==> config.mk <==
export PLATFORM = sky130hd
export DESIGN_NAME = dual_acc_sat
export DESIGN_NICKNAME = d
export VERILOG_FILES = /design/src/rtl/dual_acc_sat.sv
export SDC_FILE = /design/constraint.sdc
export NUM_CORES = 1
export LEC_CHECK = 0
export CORE_AREA = 2 2 138 140
export CTS_CLUSTER_DIAMETER = 100
export DETAILED_ROUTE_END_ITERATION = 10
export DIE_AREA = 0 0 140 142
export PLACE_DENSITY = 0.67
export REMOVE_ABC_BUFFERS = 1
export SYNTH_ARGS = -nofsm -noshare
export SYNTH_HDL_FRONTEND = slang
export SYNTH_SLANG_ARGS = --single-unit
==> constraint.sdc <==
create_clock -name clk -period 9.96 [get_ports clk]
set_clock_uncertainty 0.15 [all_clocks]
set_input_delay 1.494 -clock clk [delete_from_list [all_inputs] [get_ports clk]]
set_output_delay 1.494 -clock clk [all_outputs]
set_load 0.05 [all_outputs]
==> src/rtl/dual_acc_sat.sv <==
module dual_acc_sat #(
  parameter int W       = 40,
  parameter int SAT_MSB = 31
) (
  input  logic         clk,
  input  logic         rst_n,
  input  logic         op_valid,
  input  logic         op_sel,
  input  logic         op_sub,
  input  logic         op_zero,
  input  logic [W-1:0] op_data,
  input  logic         op_clr_sat,
  input  logic         sat_en_a,
  input  logic         sat_en_b,
  input  logic         sat_super,
  input  logic         trap_en_a,
  input  logic         trap_en_b,
  output logic [W-1:0] acc_a,
  output logic [W-1:0] acc_b,
  output logic         ov_a,
  output logic         ov_b,
  output logic         sat_a,
  output logic         sat_b,
  output logic         ov_any,
  output logic         sat_any,
  output logic         trap_req
);
  localparam int GB = SAT_MSB + 1;
  localparam logic signed [W:0] N_HI = (W+1)'((64'sd1 <<< SAT_MSB) - 64'sd1);
  localparam logic signed [W:0] N_LO = (W+1)'(-(64'sd1 <<< SAT_MSB));
  localparam logic signed [W:0] S_HI = (W+1)'((64'sd1 <<< (W-1)) - 64'sd1);
  localparam logic signed [W:0] S_LO = (W+1)'(-(64'sd1 <<< (W-1)));

  logic [W-1:0]        src, xin, yin, res;
  logic [W:0]          sum;
  logic [W-1:GB]       guard;
  logic signed [W:0]   hi, lo;
  logic                cat, ov_now, en, over_hi, over_lo, clamp, sat_set;

  assign src   = op_sel ? acc_b : acc_a;
  assign xin   = op_zero ? '0 : src;
  assign yin   = op_sub ? ~op_data : op_data;
  assign sum   = {xin[W-1], xin} + {yin[W-1], yin} + (W+1)'(op_sub);

  assign cat    = sum[W] ^ sum[W-1];
  assign guard  = sum[W-1:GB];
  assign ov_now = cat | ~((&guard) | ~(|guard));

  assign en      = op_sel ? sat_en_b : sat_en_a;
  assign hi      = sat_super ? S_HI : N_HI;
  assign lo      = sat_super ? S_LO : N_LO;
  assign over_hi = $signed(sum) > hi;
  assign over_lo = $signed(sum) < lo;
  assign clamp   = en & (over_hi | over_lo);
  assign res     = !clamp ? sum[W-1:0] : over_hi ? hi[W-1:0] : lo[W-1:0];
  assign sat_set = clamp | (~en & cat);

  always_ff @(posedge clk or negedge rst_n) begin
    if (!rst_n) begin
      acc_a <= '0;
      acc_b <= '0;
      ov_a  <= 1'b0;
      ov_b  <= 1'b0;
      sat_a <= 1'b0;
      sat_b <= 1'b0;
    end else begin
      sat_a <= (sat_a & ~op_clr_sat) | (op_valid & ~op_sel & sat_set);
      sat_b <= (sat_b & ~op_clr_sat) | (op_valid &  op_sel & sat_set);
      if (op_valid) begin
        if (op_sel) begin
          acc_b <= res;
          ov_b  <= ov_now;
        end else begin
          acc_a <= res;
          ov_a  <= ov_now;
        end
      end
    end
  end

  assign ov_any   = ov_a | ov_b;
  assign sat_any  = sat_a | sat_b;
  assign trap_req = (ov_a & trap_en_a) | (ov_b & trap_en_b);
endmodule


==> impl_summary.md, run 1 <==
Status
The flow ran to the end, but the final reports show violations. The final reports fail on DRC.

Synth
Of the post-synthesis cell area, the dominant cell type holds 0.270. The register bit total from synthesis is 84. Among all flip-flop cells after synthesis, the most frequent one is sky130_fd_sc_hd__dfrtp_1.

In the post-synthesis netlist, the biggest area contributors are sky130_fd_sc_hd__dfrtp_1 27%, sky130_fd_sc_hd__ha_1 9.2%, sky130_fd_sc_hd__nand2_1 7.6%, sky130_fd_sc_hd__o221ai_1 7.0%, sky130_fd_sc_hd__mux2i_1 5.7%. After synthesis, the netlist uses 75 different library cells. Counting flops with a built-in enable in the synthesized netlist gives 0.

During synthesis, Yosys emitted a total of 0 warnings. For this run, the register share of the synthesized area comes to 0.270. The commonest cells after synthesis are 157 x sky130_fd_sc_hd__nand2_1, 84 x sky130_fd_sc_hd__dfrtp_1, 78 x sky130_fd_sc_hd__nor2_1, 62 x sky130_fd_sc_hd__o221ai_1, 57 x sky130_fd_sc_hd__ha_1. The post-synthesis cell type with the largest combined area is sky130_fd_sc_hd__dfrtp_1. The cell area after technology mapping is 0.00777 mm².

The fraction of synthesis flops using an asynchronous set or reset pin is 1.00. sky130_fd_sc_hd__nand2_1 is the most common cell in the netlist. The gate count of the mapped netlist is 947.

The mean area per synthesized cell is 8.21 µm².

Global routing
The number of global-route vias before repair is 7266. The initial antenna violation count is 0. After global routing the overflow that remains totals 0. The global-route wire length before repair is 38.8 mm.

The pin count of the biggest net entering global routing is 69. In the global route stage, overall resource usage came out at 0.241.

Clock network
The clock-pin transition on the worst setup and hold timing paths is 0.06 ns. The number of gates resized after CTS was 0. CTS placed an instance of sky130_fd_sc_hd__clkbuf_16 at the clock tree root. TritonCTS created 9 clock buffers. For the worst-skew pair, the clock arrives at the later sink with an insertion delay of 0.35 ns. TritonCTS built the clock tree. The number of setup buffers added after CTS is 0. For this design, the CTS-stage hold fixing added 0 buffers. The clock tree synthesis step divided the H-tree into 3 levels. Clock tree synthesis found a total of 84 sinks. The largest buffer count on any clock path is 2.

Cells and area
The fraction of final layout cells sized beyond drive strength 1 is 0.0570. The area overhead of the layout relative to synthesis is 23.5%. For this run, the number of standard cells in the final layout without fillers is 1287.

The number of antenna diodes is 0. The net count reported at finish is 1159.

Floorplanning
The initial standard-cell utilization of the core is 0.421. The die is 142 µm tall. After floorplanning, the core was divided into 50 placement rows. The floorplan step defined a die boundary enclosing 0.0199 mm². The I/O pin total is 139. The floorplan core area is 0.0185 mm².

From left edge to right edge, the die measures 140 µm.

Power
The portion of total power attributed to combinational logic is 0.710. The clock network fraction of total power is 0.102. The sequential cell fraction of total power is 0.188. Of the total power, the share spent switching nets is 0.549. For this design the ratio of total power to cell area is 366 mW/mm².

Cell internal power was estimated by the tool at 1580 µW. The maximum ir drop on the vdd rail is 0.151 mV. The cell leakage power is 0.00422 µW. In this run the power spent charging and discharging nets is 1930 µW.

Worst hold path
The path class of the tightest hold or removal check is register to register.

Place
The HPWL reported at the end of detailed placement is 17.9 mm. The placed cell count is 1272. Routability-driven placement finished with a final weighted congestion of 0.934. The number of buffers added on ports is 138.

Worst setup path
The critical path buffer and inverter count is 3. The worst setup path is captured at a register. The data arrival time of the critical path is 8.91 ns. STA puts the critical path data required time at 10.00 ns. The worst setup path is launched from an input port.

The largest fanout of any net on the critical path is 26. The standard cell with the maximum stage delay on the critical path is sky130_fd_sc_hd__o311ai_0. The largest stage delay on the critical path is 0.65 ns. The kind of cell with the highest combined delay on the critical path is compound AO/OA/AOI/OAI gates. The cell type with the highest occurrence count on the critical path is sky130_fd_sc_hd__nand4_1. The kind of critical path is input port to register.

Routing
Dividing the detail-routed via count by the number of cells gives 5.98. The routed layout has 7691 vias. The average detailed-routed wire length per instance is 18.8 µm.

For this run, design rule violations remaining after detail routing come to 7. Summed over all layers, the routed wires come to 24.2 mm. The initial DRC count is 705. The remaining antenna violation count after routing is 0. The number of detailed-route iterations in the first pass is 11.

Timing
The number of failing setup endpoints in the final timing report is 0. The final count of hold timing violations is 0. The relative slew slack is 0.380.

Setup total negative slack on the finished layout was measured at 0 ns. The routed design could run at a clock period as short as 8.87 ns. At the pin with the least slew margin, the transition time is 0.930 ns. The max-slew violation count is 0. Setup repair after global routing left no endpoint under its margin. Timing would allow up to 0.113 GHz. Of the available clock period, the critical path in the final layout requires 0.891.

Job
Across the run, the number of max-cap violations was 0.
per-layer routing:
metal  track usage  share of wire  vias up
met5             0              0        -
met4        0.0526          0.012        0
met3        0.0387          0.050       23
met2         0.379           0.46      240
met1         0.350           0.47     3706
li1              -              -     3722
tightest hold or removal path, cell delays in order, from the launching register on:
cell and delay, ns:
sky130_fd_sc_hd__dfrtp_1 0.36, sky130_fd_sc_hd__nand2_1 0.06, sky130_fd_sc_hd__o221ai_1 0.06
cells by family after synthesis:
kind of cell             after synthesis  share of synthesized area
AO/OA/AOI/OAI                        272                      0.256
buffers and inverters                 80                     0.0427
XOR/XNOR                              66                     0.0753
adder cells (fa/ha/maj)               58                     0.0943
flip-flops                            84                      0.270
AND/OR/NAND/NOR                      338                      0.198
multiplexers                          49                     0.0639
cell usage in the layout, fill, tap and decap left out, types with 15 or more instances in the layout:
cell / synthesis / final
sky130_fd_sc_hd__nand2_1: 157 / 156
sky130_fd_sc_hd__clkdlybuf4s50_1: 0 / 135
sky130_fd_sc_hd__dfrtp_1: 84 / 84
sky130_fd_sc_hd__nor2_1: 78 / 78
sky130_fd_sc_hd__o221ai_1: 62 / 62
sky130_fd_sc_hd__ha_1: 57 / 57
sky130_fd_sc_hd__xor2_1: 49 / 49
sky130_fd_sc_hd__a21oi_1: 46 / 46
sky130_fd_sc_hd__mux2i_1: 44 / 44
sky130_fd_sc_hd__o21ai_0: 42 / 42
sky130_fd_sc_hd__inv_1: 17 / 17
sky130_fd_sc_hd__nand4_1: 16 / 16
sky130_fd_sc_hd__a21o_1: 16 / 16
sky130_fd_sc_hd__xnor2_1: 16 / 16
sky130_fd_sc_hd__buf_4: 6 / 16
sky130_fd_sc_hd__nor3_1: 15 / 15
power groups by stage:
stage,registers (µW),clock network (µW),logic (µW)
floorplan,1210,0,1120
global placement,665,0,2460
detailed placement,665,0,2470
CTS,662,363,2470
global route,685,377,2680
finish,661,358,2490
flip-flops by register name, indices dropped and copies added (netlist names):
signal and count:
acc_a 40, acc_b 40, ov_a 1, ov_b 1, sat_a 1, sat_b 1
path summary, 6_finish.rpt:
kind                       startpoint   endpoint  slack (ns)  depth (start not counted)
max                            op_sel      sat_b        1.09                         26
min                         acc_a[16]  acc_a[16]        0.36                          2
max reg2reg                  acc_a[0]      sat_b        2.65                         26
min reg2reg                 acc_a[16]  acc_a[16]        0.36                          2
max in group asynchronous       rst_n  acc_a[30]        7.73                          2
min in group asynchronous       rst_n   acc_a[5]        0.96                          1
stage by stage:
stage          total power, µW  hold WS (ns)  area [µm²]  utilization  setup slack, ns
3_5_place_dp              3130         0.351        9290        0.503            0.898
3_3_place_gp              3130         0.349        9290        0.503             1.10
4_1_cts                   3500         0.364        9590        0.520             1.22
6_report                  3510         0.365        9590        0.520             1.09
2_1_floorplan             2330         0.631        7510            -             2.34
5_1_grt                   3740         0.389        9590        0.520            0.518
area by class of cell:
class | count | area, µm²
Multi-Input combinational cell | 783 | 5340
Clock buffer | 11 | 233
Clock inverter | 4 | 75.1
Sequential cell | 84 | 2100
Fill cell | 1756 | 8860
Inverter | 18 | 67.6
Tap cell | 234 | 293
Timing Repair Buffer | 153 | 1480
Note: power is estimated with default switching activity, not from simulation.
==> inputs of run 2 (changes only) <==
--- a/config.mk
+++ b/config.mk
@@ -9,6 +9,7 @@
 export CTS_CLUSTER_DIAMETER = 100
 export DETAILED_ROUTE_END_ITERATION = 10
 export DIE_AREA = 0 0 140 142
+export GPL_TIMING_DRIVEN = 0
 export PLACE_DENSITY = 0.67
 export REMOVE_ABC_BUFFERS = 1
 export SYNTH_ARGS = -nofsm -noshare
==> impl_summary.md, run 2 (synthesized netlist as in run 1, its figures left out) <==
Global routing
The total routing usage reported by global routing is 0.236. The number of global-route vias before repair was 7422. For this run the aggregate overflow at the end of global routing stands at 0.

The initial antenna violation count is 1. The global-route wire length before repair is 38.2 mm. The pin count of the biggest net entering global routing is 47.

Cells and area
The library cells used most frequently in the layout, excluding fill and tap cells, are 155 x sky130_fd_sc_hd__nand2_1, 134 x sky130_fd_sc_hd__clkdlybuf4s50_1, 84 x sky130_fd_sc_hd__dfrtp_1. The area overhead of the layout relative to synthesis is 24.1%. Registers take 0.00210 mm². For this run, the post-layout net count is 1151. The leading cell type in the layout, fill and taps excluded is sky130_fd_sc_hd__nand2_1. Summing all multi-input logic gate instances after layout gives 0.00535 mm².

The number of antenna diodes in the final layout is 0. The number of fill cells in the layout is 1777. The fraction of final layout cells sized beyond drive strength 1 is 0.0517. The largest registers in the layout are acc_a x40, acc_b x40.

Routing
The highest metal layer with signal wires is met4. The mean number of vias per cell is 5.98. The initial DRC count is 551. Dividing the detail-routed wire length by the instance count gives 18.5 µm. The total vias in the final route is 7646.

The residual DRC count is 7. In the final routing, the length of wire on met1 measures 11.1 mm. The detail route stage leaves a number of antenna-violating nets equal to 0. Wires add up to 23.7 mm.

For this run, the detailed router's first-pass iteration total came to 8. The met3 routed wirelength is 1.19 mm. In the detailed route, the total length drawn on met2 is 11.1 mm.

Timing
The final count of hold timing violations was 0. After routing, the total negative slack on setup checks comes to 0 ns. Setup violations remaining at the end of the flow were counted as 0. The max-slew violation count is 0. Setup repair after global routing left no endpoint under its margin.

The relative slew slack is 0.0691. Of the available clock period, the critical path in the final layout requires 0.939. The maximum clock frequency is 0.107 GHz. After layout, the minimum clock period comes to 9.35 ns. The slew at the pin closest to its max-slew limit is 1.39 ns. On the final layout, the worst hold slack is 0.361 ns.

Worst setup path
The standard cell with the maximum stage delay on the critical path is sky130_fd_sc_hd__o311ai_0. The critical path launch point type is an input port. The data arrival time of the critical path is 9.39 ns. The worst setup path is of the input port to register kind. The required time of the worst setup path is 10.00 ns. The worst setup path is captured at a register. The largest single stage delay on the critical path is 0.73 ns. The critical path buffer and inverter count is 3.

The largest fanout of any net on the critical path is 31. The kind of cell with the highest combined delay on the critical path is compound AO/OA/AOI/OAI gates.

Clock network
The clock tree synthesis step divided the H-tree into 3 levels. After clock tree synthesis, the clock-pin slew on the worst setup and hold paths is 0.06 ns. The post-CTS setup repair buffer count is 0. TritonCTS built the clock tree.

Buffers inserted to repair hold after CTS numbered 0. The number of CTS-inserted buffers is 9. The clock sink count is 84. The clock tree root driver cell is sky130_fd_sc_hd__clkbuf_16. The largest buffer count on any clock path is 2. The post-cts sizing count is 0. The clock reaches the later pin of the worst-skew pair after 0.35 ns.

Floorplanning
The number of rows in the core area is 50. The horizontal die dimension is 140 µm. The floorplan step defined a die boundary enclosing 0.0199 mm². 139 I/O pins were placed. In this run the standard cell core region covers 0.0185 mm². The y dimension of the die is 142 µm. For this configuration, the core starts out at a cell density of 0.421.

Place
The wire-length estimate of the detail-placed layout is 17.8 mm. The number of buffers added on ports is 138. The placer congestion estimate is 0.935.

Power
VDD sags by at most 0.186 mV. The cell leakage power is 0.00423 µW. The analysis attributes to net switching a power of 1910 µW. The share of total power dissipated in sequential elements is 0.187. Of the total power, the share spent switching nets is 0.543. Dividing total power by cell area gives a power density of 366 mW/mm². The total internal power is 1610 µW. Of the total power, combinational logic draws 0.711. The sum of internal, switching and leakage power is 3530 µW.

The share of total power dissipated in the clock network is 0.103.

Status
The run finished, with violations left. The checks that failed: DRC.

Worst hold path
The type of the tightest min-delay check is register to register.

Job
Across the run, the number of max-cap violations was 0.
-- run 2: cell types whose count changed in the layout (fill, tap and decap cells not counted) --
cell / delta
sky130_fd_sc_hd__buf_4: -15
sky130_fd_sc_hd__buf_16: +3
sky130_fd_sc_hd__clkdlybuf4s50_1: -1
sky130_fd_sc_hd__buf_12: +4
sky130_fd_sc_hd__nand2_1: -1
sky130_fd_sc_hd__nand2_2: +1
sky130_fd_sc_hd__buf_2: +1
-- run 2: worst paths after layout --
kind	cells after the start	endpoint	startpoint	slack (ns)
max reg2reg	26	sat_b	acc_b[0]	2.21
max	28	sat_b	op_sel	0.61
min reg2reg	2	acc_a[16]	acc_a[16]	0.36
max in group asynchronous	2	acc_a[25]	rst_n	8.05
min in group asynchronous	1	acc_b[6]	rst_n	0.98
min	2	acc_a[16]	acc_a[16]	0.36
-- run 2: final cells by class --
class,instances,share of cell area
Clock buffer,11,0.0241
Clock inverter,4,0.00779
Inverter,18,0.00701
Multi-Input combinational cell,783,0.554
Sequential cell,84,0.218
Tap cell,234,0.0304
Timing Repair Buffer,145,0.158
-- run 2: power groups by stage --
stage	registers, µW	clock network, µW	logic [µW]
floorplan	1210	0	1120
global placement	662	0	2410
detailed placement	664	0	2490
CTS	659	366	2500
global route	682	377	2700
finish	658	361	2510
-- run 2: metal layers --
metal | GRT usage | vias up
met1 | 0.322 | 3670
li1 | - | 3711
met4 | 0.0686 | 0
met2 | 0.390 | 235
met5 | 0 | -
met3 | 0.0377 | 30
-- run 2: worst register-to-register path, cell delays in order, from the launching register on --
cell and delay [ns]:
sky130_fd_sc_hd__dfrtp_1 0.40, sky130_fd_sc_hd__mux2i_1 0.26, sky130_fd_sc_hd__nor2_1 0.11, sky130_fd_sc_hd__nand2_1 0.12
sky130_fd_sc_hd__nand2_1 0.07, sky130_fd_sc_hd__fa_1 0.40, sky130_fd_sc_hd__a21o_1 0.20, sky130_fd_sc_hd__a221oi_2 0.40
sky130_fd_sc_hd__o211a_1 0.28, sky130_fd_sc_hd__o21ai_1 0.21, sky130_fd_sc_hd__a41o_1 0.35, sky130_fd_sc_hd__a21oi_1 0.23
sky130_fd_sc_hd__a21boi_0 0.16, sky130_fd_sc_hd__a311oi_1 0.66, sky130_fd_sc_hd__inv_1 0.20, sky130_fd_sc_hd__ha_1 0.38
sky130_fd_sc_hd__nor2_1 0.11, sky130_fd_sc_hd__nand4_1 0.10, sky130_fd_sc_hd__a2111oi_0 0.46, sky130_fd_sc_hd__nand4_1 0.22
sky130_fd_sc_hd__nor3_1 0.21, sky130_fd_sc_hd__nand4_1 0.16, sky130_fd_sc_hd__nor4_1 0.34, sky130_fd_sc_hd__nand2_1 0.17
sky130_fd_sc_hd__mux2_2 0.34, sky130_fd_sc_hd__o311ai_0 0.73, sky130_fd_sc_hd__o21ai_0 0.21
-- run 2: through the flow --
stage           util  setup slack (ns)  cells  cell area, µm²
6_report       0.522             0.609   1279            9640
5_1_grt        0.522             0.186   1279            9640
4_1_cts        0.522             0.706   1279            9640
3_5_place_dp   0.506             0.371   1264            9330
3_3_place_gp   0.497             -2.25   1257            9180
2_1_floorplan      -              2.34    885            7510
==> inputs of run 3 (changes only) <==
--- a/config.mk
+++ b/config.mk
@@ -10,7 +10,7 @@
 export DETAILED_ROUTE_END_ITERATION = 10
 export DIE_AREA = 0 0 140 142
 export GPL_TIMING_DRIVEN = 0
-export PLACE_DENSITY = 0.67
+export PLACE_DENSITY_LB_ADDON = 0.15
 export REMOVE_ABC_BUFFERS = 1
 export SYNTH_ARGS = -nofsm -noshare
 export SYNTH_HDL_FRONTEND = slang
==> impl_summary.md, run 3 (synthesized netlist as in run 1, its figures left out) <==
Status
The run finished, with violations left. The checks that failed: DRC.

Clock network
The TritonCTS clock tree is yes. The longest clock path from root to sink contains 2 buffers. The clock reaches the later pin of the worst-skew pair after 0.35 ns. In this run the clock root is driven by a sky130_fd_sc_hd__clkbuf_16.

The number of hold buffers added after cts is 0. The post-cts sizing count is 0. The clock sink count is 84.

CTS built an H-tree with a depth of 3. The number of CTS-inserted buffers is 9. Clock-pin slew was measured on the worst setup and hold paths at 0.06 ns.

The post-CTS setup repair buffer count is 0.

Place
The HPWL reported at the end of detailed placement is 17.7 mm. Including well taps, the total number of placed cells is 1264. The placer congestion estimate is 0.936. The number of buffers added on ports is 138.

Power
The worst-case IR drop observed on VDD is 0.171 mV. The analysis attributes to cell leakage a power of 0.00422 µW. The switching part of the total power is 0.546. The total net switching power is 1910 µW. The clock network fraction of total power is 0.095. The total internal power is 1580 µW. Of the total power, combinational logic draws 0.718. The share of total power dissipated in sequential elements is 0.187.

The total power density per cell area is 363 mW/mm².

Routing
The average detailed-routed wire length per instance is 18.5 µm. After detailed routing, the number of vias per cell comes to 5.92. The residual DRC count is 8. The remaining antenna violation count after routing is 0. The total vias in the final route is 7569. The first TritonRoute pass finished after 11 iterations. Wires add up to 23.6 mm. After the first detailed-routing iteration, the DRC count stood at 524.

Floorplanning
The I/O pin total is 139. In this run the horizontal extent of the chip is 140 µm. The floorplan has 50 rows. The initial standard-cell utilization of the core is 0.421. From bottom edge to top edge, the die measures 142 µm. The die footprint is 0.0199 mm².

The floorplan core area is 0.0185 mm².

Cells and area
The filler-free cell count of the finished design is 1278. For this run, the share of the core covered by cells in the final layout is 0.521. The number of antenna diodes is 0.

The largest registers in the layout are acc_a x40, acc_b x40. Leaving out fill and tap cells, the most frequent cells in the layout are 154 x sky130_fd_sc_hd__nand2_1, 134 x sky130_fd_sc_hd__clkdlybuf4s50_1, 84 x sky130_fd_sc_hd__dfrtp_1. The leading cell type in the layout, fill and taps excluded is sky130_fd_sc_hd__nand2_1. The fraction of final layout cells sized beyond drive strength 1 is 0.0536. The area growth from synthesis to layout is 23.8%. In the final design database the tool counted 1151 nets. Counting the fill cells in the layout gives 1761.

Global routing
The total overflow left after global routing is 0. Across every metal layer, demand over resource in global routing totals 0.236. The global-route wire length before repair is 38.1 mm. The number of global-route vias before repair was 7269. The initial antenna violation count is 0. The pin count of the biggest net entering global routing is 51.

Timing
Setup repair after global routing left no endpoint under its margin. The max-slew violation count came to 0. The portion of the clock cycle consumed by the worst path in the final layout is 0.928.

The minimum period implied by the final worst setup slack is 9.25 ns. The worst pin sits at a relative slew slack of 0.182. Setup violations remaining at the end of the flow were counted as 0.

The maximum clock frequency is 0.108 GHz. The final count of hold timing violations is 0. The worst hold slack is 0.368 ns. The slew at the pin closest to its max-slew limit is 1.22 ns.

Worst setup path
The kind of critical path is input port to register. Of all nets on the critical path, the largest fanout is 28. The worst setup path is launched from an input port. The data arrival time of the critical path is 9.29 ns. On the worst path, the slowest cell contributes a delay of 0.60 ns. The standard cell with the maximum stage delay on the critical path is sky130_fd_sc_hd__a311oi_1.

STA classifies the critical path endpoint as a register. The required time of the worst setup path is 10.01 ns.

Job
The tool flagged a number of max-cap violations equal to 0.

Worst hold path
The min-delay analysis places its worst path in the category register to register.
==> run 3: per-layer routing <==
layer | part of all wire | up-vias | GRT usage
met3 | 0.044 | 21 | 0.0316
met1 | 0.48 | 3628 | 0.336
met5 | 0 | - | 0
met2 | 0.47 | 218 | 0.387
li1 | - | 3702 | -
met4 | 0.011 | 0 | 0.0478
==> run 3: path summary, 6_finish.rpt <==
check | start | to | slack (ns) | depth (start not counted)
setup / recovery | op_sel | acc_a[18] | 0.71 | 29
hold / removal | acc_a[30] | acc_a[30] | 0.37 | 2
setup reg to reg | acc_b[0] | acc_a[18] | 2.23 | 27
hold reg to reg | acc_a[30] | acc_a[30] | 0.37 | 2
max in group asynchronous | rst_n | acc_b[38] | 8.08 | 2
min in group asynchronous | rst_n | acc_b[15] | 0.95 | 1
==> run 3: power groups by stage <==
stage	clock, µW	combinational [µW]	sequential [µW]
after floorplan	0	1120	1210
after global placement	0	2430	659
after CTS	337	2500	654
after global routing	352	2700	677
final	332	2510	652
after detailed placement	0	2490	660
==> run 3: cell type report <==
cell class	count	area, µm²	area share
Timing Repair Buffer	145	1530	0.159
Tap cell	234	293	0.0304
Multi-Input combinational cell	783	5350	0.556
Clock buffer	9	225	0.0234
Inverter	18	67.6	0.00702
Clock inverter	5	55.1	0.00572
Sequential cell	84	2100	0.219
==> run 3: through the flow <==
step                cell area [µm²]  total power [µW]  setup slack, ns  TNS [ns]
detailed placement             9330              3150            0.272         0
floorplan                      7510              2330             2.34         0
global placement               9180              3090            -2.34   -171.47
finish                         9620              3490            0.714         0
CTS                            9610              3490            0.593         0
global route                   9620              3730           0.0716         0
==> run 3: worst max-delay path: cells and delay by family <==
| family | cells | cell delay [ns] |
|---|---|---|
| buffers and inverters | 4 | 1.09 |
| AO/OA/AOI/OAI | 11 | 3.58 |
| multiplexers | 1 | 0.33 |
| AND/OR/NAND/NOR | 11 | 1.97 |
| adder cells (fa/ha/maj) | 2 | 0.78 |
